`src/rtl/sdf_pkg.sv`:
```
package sdf_pkg;

    typedef enum logic {
        SEQ_IDLE   = 1'b0,
        SEQ_SECOND = 1'b1
    } seq_phase_e;

    typedef enum logic {
        SEQ_DIR_WR = 1'b0,
        SEQ_DIR_RD = 1'b1
    } seq_dir_e;

endpackage

```
`src/rtl/sdf_store.sv`:
```
module sdf_store #(
    parameter int DEPTH = 16,
    parameter int WIDTH = 8,
    localparam int AW = $clog2(DEPTH),
    localparam int CW = AW + 1
) (
    input  logic             clk,
    input  logic             rst_n,
    input  logic             flush,
    input  logic             push,
    input  logic [WIDTH-1:0] push_data,
    input  logic             pop,
    output logic [WIDTH-1:0] head_data,
    output logic [CW-1:0]    count
);

    typedef struct packed {
        logic [DEPTH-1:0][WIDTH-1:0] mem;
        logic [AW-1:0]               wr_ptr;
        logic [AW-1:0]               rd_ptr;
        logic [CW-1:0]               cnt;
    } store_t;

    store_t st_d, st_q;
    logic   push_ok, pop_ok;

    function automatic logic [AW-1:0] ptr_next(input logic [AW-1:0] p);
        return (p == AW'(DEPTH - 1)) ? '0 : p + 1'b1;
    endfunction

    always_comb begin
        st_d    = st_q;
        push_ok = push && (st_q.cnt != CW'(DEPTH));
        pop_ok  = pop && (st_q.cnt != '0);
        if (flush) begin
            st_d.wr_ptr = '0;
            st_d.rd_ptr = '0;
            st_d.cnt    = '0;
        end else begin
            if (push_ok) begin
                st_d.mem[st_q.wr_ptr] = push_data;
                st_d.wr_ptr           = ptr_next(st_q.wr_ptr);
            end
            if (pop_ok) begin
                st_d.rd_ptr = ptr_next(st_q.rd_ptr);
            end
            case ({push_ok, pop_ok})
                2'b10:   st_d.cnt = st_q.cnt + 1'b1;
                2'b01:   st_d.cnt = st_q.cnt - 1'b1;
                default: st_d.cnt = st_q.cnt;
            endcase
        end
    end

    always_ff @(posedge clk) begin
        if (!rst_n) begin
            st_q <= '0;
        end else begin
            st_q <= st_d;
        end
    end

    assign head_data = (st_q.cnt != '0) ? st_q.mem[st_q.rd_ptr] : '0;
    assign count     = st_q.cnt;

endmodule

```
`src/rtl/sdf_pdma_seq.sv`:
```
module sdf_pdma_seq
    import sdf_pkg::*;
#(
    parameter int DW = 8
) (
    input  logic            clk,
    input  logic            rst_n,
    input  logic            pd_wr,
    input  logic            pd_rd,
    input  logic            pd_wide,
    input  logic [2*DW-1:0] pd_wdata,
    input  logic            tc_nonzero,
    input  logic [DW-1:0]   head_data,
    output logic            byte_push,
    output logic [DW-1:0]   byte_push_data,
    output logic            byte_pop,
    output logic            pd_busy,
    output logic [2*DW-1:0] pd_rdata,
    output logic            pd_rvalid
);

    typedef struct packed {
        seq_phase_e      phase;
        seq_dir_e        dir;
        logic [DW-1:0]   hold;
        logic [2*DW-1:0] rdata;
        logic            rvalid;
    } seq_t;

    seq_t sq_d, sq_q;

    always_comb begin
        sq_d           = sq_q;
        sq_d.rvalid    = 1'b0;
        byte_push      = 1'b0;
        byte_push_data = '0;
        byte_pop       = 1'b0;
        if (sq_q.phase == SEQ_SECOND) begin
            sq_d.phase = SEQ_IDLE;
            if (sq_q.dir == SEQ_DIR_WR) begin
                byte_push_data = sq_q.hold;
                byte_push      = tc_nonzero;
            end else begin
                byte_pop    = 1'b1;
                sq_d.rdata  = {sq_q.hold, head_data};
                sq_d.rvalid = 1'b1;
            end
        end else if (pd_wr) begin
            byte_push_data = pd_wide ? pd_wdata[2*DW-1:DW] : pd_wdata[DW-1:0];
            byte_push      = tc_nonzero;
            if (pd_wide) begin
                sq_d.phase = SEQ_SECOND;
                sq_d.dir   = SEQ_DIR_WR;
                sq_d.hold  = pd_wdata[DW-1:0];
            end
        end else if (pd_rd) begin
            byte_pop = 1'b1;
            if (pd_wide) begin
                sq_d.phase = SEQ_SECOND;
                sq_d.dir   = SEQ_DIR_RD;
                sq_d.hold  = head_data;
            end else begin
                sq_d.rdata  = {{DW{1'b0}}, head_data};
                sq_d.rvalid = 1'b1;
            end
        end
    end

    always_ff @(posedge clk) begin
        if (!rst_n) begin
            sq_q <= '{phase: SEQ_IDLE, dir: SEQ_DIR_WR, hold: '0, rdata: '0, rvalid: 1'b0};
        end else begin
            sq_q <= sq_d;
        end
    end

    assign pd_busy   = (sq_q.phase == SEQ_SECOND);
    assign pd_rdata  = sq_q.rdata;
    assign pd_rvalid = sq_q.rvalid;

endmodule

```
`src/rtl/scsi_data_fifo.sv`:
```
module scsi_data_fifo #(
    parameter int DEPTH  = 16,
    parameter int DW     = 8,
    parameter int FLAG_W = 8,
    localparam int CW    = $clog2(DEPTH) + 1
) (
    input  logic            clk,
    input  logic            rst_n,
    input  logic            flush,
    input  logic            reg_wr,
    input  logic [DW-1:0]   reg_wr_data,
    input  logic            reg_rd,
    output logic [DW-1:0]   reg_rd_data,
    output logic [FLAG_W-1:0] fill_level,
    input  logic            pd_wr,
    input  logic            pd_rd,
    input  logic            pd_wide,
    input  logic [2*DW-1:0] pd_wdata,
    input  logic            tc_nonzero,
    output logic            dec_pulse,
    output logic            pd_busy,
    output logic [2*DW-1:0] pd_rdata,
    output logic            pd_rvalid
);

    logic [DW-1:0] core_head, head_seen;
    logic [CW-1:0] core_count;
    logic          seq_push, seq_pop;
    logic [DW-1:0] seq_push_data;
    logic          core_push, core_pop;
    logic [DW-1:0] core_push_data;

    typedef struct packed {
        logic [DW-1:0] rd_byte;
    } port_t;

    port_t pt_d, pt_q;

    assign head_seen = flush ? '0 : core_head;

    sdf_pdma_seq #(.DW(DW)) u_seq (
        .clk            (clk),
        .rst_n          (rst_n),
        .pd_wr          (pd_wr),
        .pd_rd          (pd_rd),
        .pd_wide        (pd_wide),
        .pd_wdata       (pd_wdata),
        .tc_nonzero     (tc_nonzero),
        .head_data      (head_seen),
        .byte_push      (seq_push),
        .byte_push_data (seq_push_data),
        .byte_pop       (seq_pop),
        .pd_busy        (pd_busy),
        .pd_rdata       (pd_rdata),
        .pd_rvalid      (pd_rvalid)
    );

    always_comb begin
        core_push      = seq_push | reg_wr;
        core_push_data = seq_push ? seq_push_data : reg_wr_data;
        core_pop       = seq_pop | reg_rd;
        pt_d           = pt_q;
        if (reg_rd) begin
            pt_d.rd_byte = seq_pop ? '0 : head_seen;
        end
    end

    always_ff @(posedge clk) begin
        if (!rst_n) begin
            pt_q <= '0;
        end else begin
            pt_q <= pt_d;
        end
    end

    sdf_store #(.DEPTH(DEPTH), .WIDTH(DW)) u_store (
        .clk       (clk),
        .rst_n     (rst_n),
        .flush     (flush),
        .push      (core_push),
        .push_data (core_push_data),
        .pop       (core_pop),
        .head_data (core_head),
        .count     (core_count)
    );

    assign reg_rd_data = pt_q.rd_byte;
    assign fill_level  = FLAG_W'(core_count);
    assign dec_pulse   = seq_push;

endmodule

```
`config.mk`:
```
export PLATFORM = sky130hd
export DESIGN_NAME = scsi_data_fifo
export DESIGN_NICKNAME = d
export VERILOG_FILES = /design/src/rtl/sdf_pkg.sv /design/src/rtl/sdf_store.sv /design/src/rtl/sdf_pdma_seq.sv /design/src/rtl/scsi_data_fifo.sv
export SDC_FILE = /design/constraint.sdc
export NUM_CORES = 1
export LEC_CHECK = 0
export BUFFER_PORTS_ARGS = -buffer_cell sky130_fd_sc_hd__buf_2
export CAP_MARGIN = 20
export CORE_UTILIZATION = 55
export CTS_CLUSTER_SIZE = 12
export DETAILED_ROUTE_END_ITERATION = 10
export PLACE_DENSITY = 0.75
export SETUP_SLACK_MARGIN = 0.2
export SYNTH_ARGS = -nofsm -noshare
export SYNTH_HDL_FRONTEND = slang
export SYNTH_SLANG_ARGS = --single-unit
```
`constraint.sdc`:
```
create_clock -name clk -period 3.7 [get_ports clk]
set_clock_uncertainty 0.1 [all_clocks]
set_input_delay 0.555 -clock clk [delete_from_list [all_inputs] [get_ports clk]]
set_output_delay 0.555 -clock clk [all_outputs]
set_load 0.02 [all_outputs]
```
==> results.cfg <==
[clock_tree]
cts_sinks = 176
htree_levels = 4
clkLatencyLatePin_ps = 430
numCtsBuffers = 17
cts_root_buf = clkbuf_16
cts_tree = yes
clk_pin_slew_ps = 70
ctsHoldBuffers = 0
cts_resized = 0
cts_buffer_depth = 2
postCtsSetupBuffers = 0

[run]
maxCapViolations = 0

[pwr]
p_comb_frac = 0.092
total_power_mw = 4.25
seq_power_share = 0.457
powerDensity_nw_per_um2 = 457
switchingPower_mw = 1.05
swShare = 0.246
p_clk_frac = 0.451
vdd_drop_max_mv = 0.331
p_int_mw = 3.21
p_leak_nw = 3.12

[synth]
syn_inst = 818
ys_top_cells_by_count = dfxtp_1, nor2_1, a211oi_2
synth_area_leaders = dfxtp_1, a211oi_2, mux4_2
ys_async_sr_fraction = 0
ys.flop_type = dfxtp_1
synth_compound_area_frac = 0.275
synth_top_area_frac = 0.416
synth_top_family_by_area = compound AO/OA/AOI/OAI gates
postSynthAreaPerCell_um2 = 10.4
netlist_area_um2 = 8470
synthXorXnorAreaFrac = 0.00620
ys_seq_elements = 176
synth_top_cell_by_area = dfxtp_1
synth_mux_area_frac = 0.0981
yosys.area_share.simple = 0.120
synth-edff-count = 0
seq_area_frac_synth = 0.416
ys_types = 50
post-synth-top-count-cell = dfxtp_1
yosys.area_share.adder = 0.0118
yosysWarnings = 0

[timing]
finalCritPeriodShare = 0.882
slew_headroom = 0.395
hold_viol = 0
clock.fmax_mhz = 306
period_needed_ps = 3260
slew_viol_final = 0
tightest_slew_ps = 901
rsz0062_at_grt = no
fin_setup_tns_ps = 0
setup_viol = 0

[detailed_routing]
routedWlPerCell_um = 19.5
wl_um = 20200
final_antenna_net_count = 0
drc_errors = 0
detail_route.vias_per_cell = 6.33
dr.first_iter.drc_count = 612
num_vias = 6554
dr.pass1.iters = 5

[finish]
fillers = 1199
syn2layout_area_growth_pct = 9.83
drive_gt1_frac = 0.300
num_antenna_cells = 0
stdcell_area_um2 = 9310
final_cells = 1036
final_nets = 876
final_core_util = 0.614

[global_route]
grt_pass1_vias = 6312
grt_pass1_wl_um = 32700
grt.overflow.total = 0
grt_max_degree = 75
antenna_found_initial = 0
grt_util_all_layers = 0.263

[floorplanning]
die_area_um2 = 15900
core_um2 = 15100
die_h_um = 126
rows = 45
start_util = 0.559
pin_count = 68
die_x_um = 126

[placed_design]
place_hpwl_um = 13500
port_buffers = 64
gp_congestion = 0.875
dpl_cell_area_um2 = 8660
placed_cells = 1004

[worst_setup_path]
cp.required_ps = 3900
crit_fanout = 9
worstSetupEndpointType = flop
r2r_slack_ps = 440
timing_worst_setup_path_type = flop to flop
startpoint_type = flop
cp.arrival_ps = 3470

[min_path]
min_path_type = input pin to flop

[outcome]
status = completed
-- worst max-delay path, cell delays in order, from the launching register on --
cell     delay, ps
dfxtp_1        410
or4_4          600
o32a_1         290
ha_1           340
xor2_1         170
ha_1           270
or4bb_1        510
a21oi_1        140
o21ai_0        110
xor2_1         140
nor2_1          50
-- sequential cells by signal, summed over array words and instances, names as in the netlist --
signal           flops
reg_rd_data          8
u_seq.pd_busy        1
u_seq.pd_rdata      16
u_seq.pd_rvalid      1
u_seq.sq_q           9
u_store.count        5
u_store.st_q       136
-- through the flow --
stage / setup slack, ps / hold slack [ps]
finish: 435 / 309
global route: 257 / 317
detailed placement: 280 / 355
CTS: 487 / 282
floorplan: 310 / 344
global placement: 422 / 356
-- path summary, 6_finish.rpt --
check | startpoint | to | cells past startpoint
hold / removal | pd_wdata[0] | u_seq.sq_q[17]$_SDFFE_PN0P_ | 3
hold reg to reg | u_seq.pd_rdata[7]$_SDFFE_PN0P_ | u_seq.pd_rdata[7]$_SDFFE_PN0P_ | 1
setup reg to reg | u_store.count[1]$_SDFFE_PP0P_ | u_store.count[4]$_SDFFE_PP0P_ | 10
setup / recovery | u_store.count[1]$_SDFFE_PP0P_ | u_store.count[4]$_SDFFE_PP0P_ | 10
-- metal layers --
| layer | up-vias | part of all wire | track usage |
|---|---|---|---|
| met5 | - | 0 | 0 |
| met4 | 0 | 0.022 | 0.103 |
| met3 | 36 | 0.067 | 0.0523 |
| met2 | 262 | 0.49 | 0.436 |
| met1 | 3245 | 0.42 | 0.337 |
| li1 | 3011 | - | - |
-- placed cells by master, fill, tap and decap left out, types with 5 or more instances in the layout --
cell type,count
o21ai_0,23
dfxtp_1,175
and2_1,5
a22oi_1,29
a211oi_2,80
mux2i_1,11
nor2_1,159
xor2_1,5
a221oi_1,7
a211oi_4,10
buf_4,23
clkbuf_16,17
nand3_1,7
nor2b_1,12
inv_1,6
a21oi_1,13
buf_2,64
a211oi_1,55
clkbuf_8,5
ha_1,8
mux4_2,32
nand2_1,36
a22o_1,16
-- area by class of cell --
type | count | area, um2 | share of cell area
Clock inverter | 10 | 148 | 0.0159
Timing Repair Buffer | 89 | 533 | 0.0573
Multi-Input combinational cell | 542 | 4340 | 0.466
Clock buffer | 22 | 494 | 0.0531
Inverter | 9 | 36.3 | 0.00390
Sequential cell | 176 | 3520 | 0.379
Tap cell | 188 | 235 | 0.0253
-- logic make-up after synthesis --
logic type               count (synthesis)
AND/OR/NAND/NOR                        237
multiplexers                            43
XOR/XNOR                                 6
adder cells (fa/ha/maj)                  8
buffers and inverters                  102
other                                    1
flip-flops                             176
AO/OA/AOI/OAI                          245
-- power by group through the flow --
stage / combinational [mW] / clock (mW) / sequential (mW)
2_1_floorplan: 0.286 / 0 / 1.98
3_3_place_gp: 0.370 / 0 / 1.98
3_5_place_dp: 0.384 / 0 / 1.99
4_1_cts: 0.387 / 1.94 / 1.94
5_1_grt: 0.418 / 2.01 / 1.95
6_report: 0.392 / 1.92 / 1.94
Power figures use the tool's default switching activity.
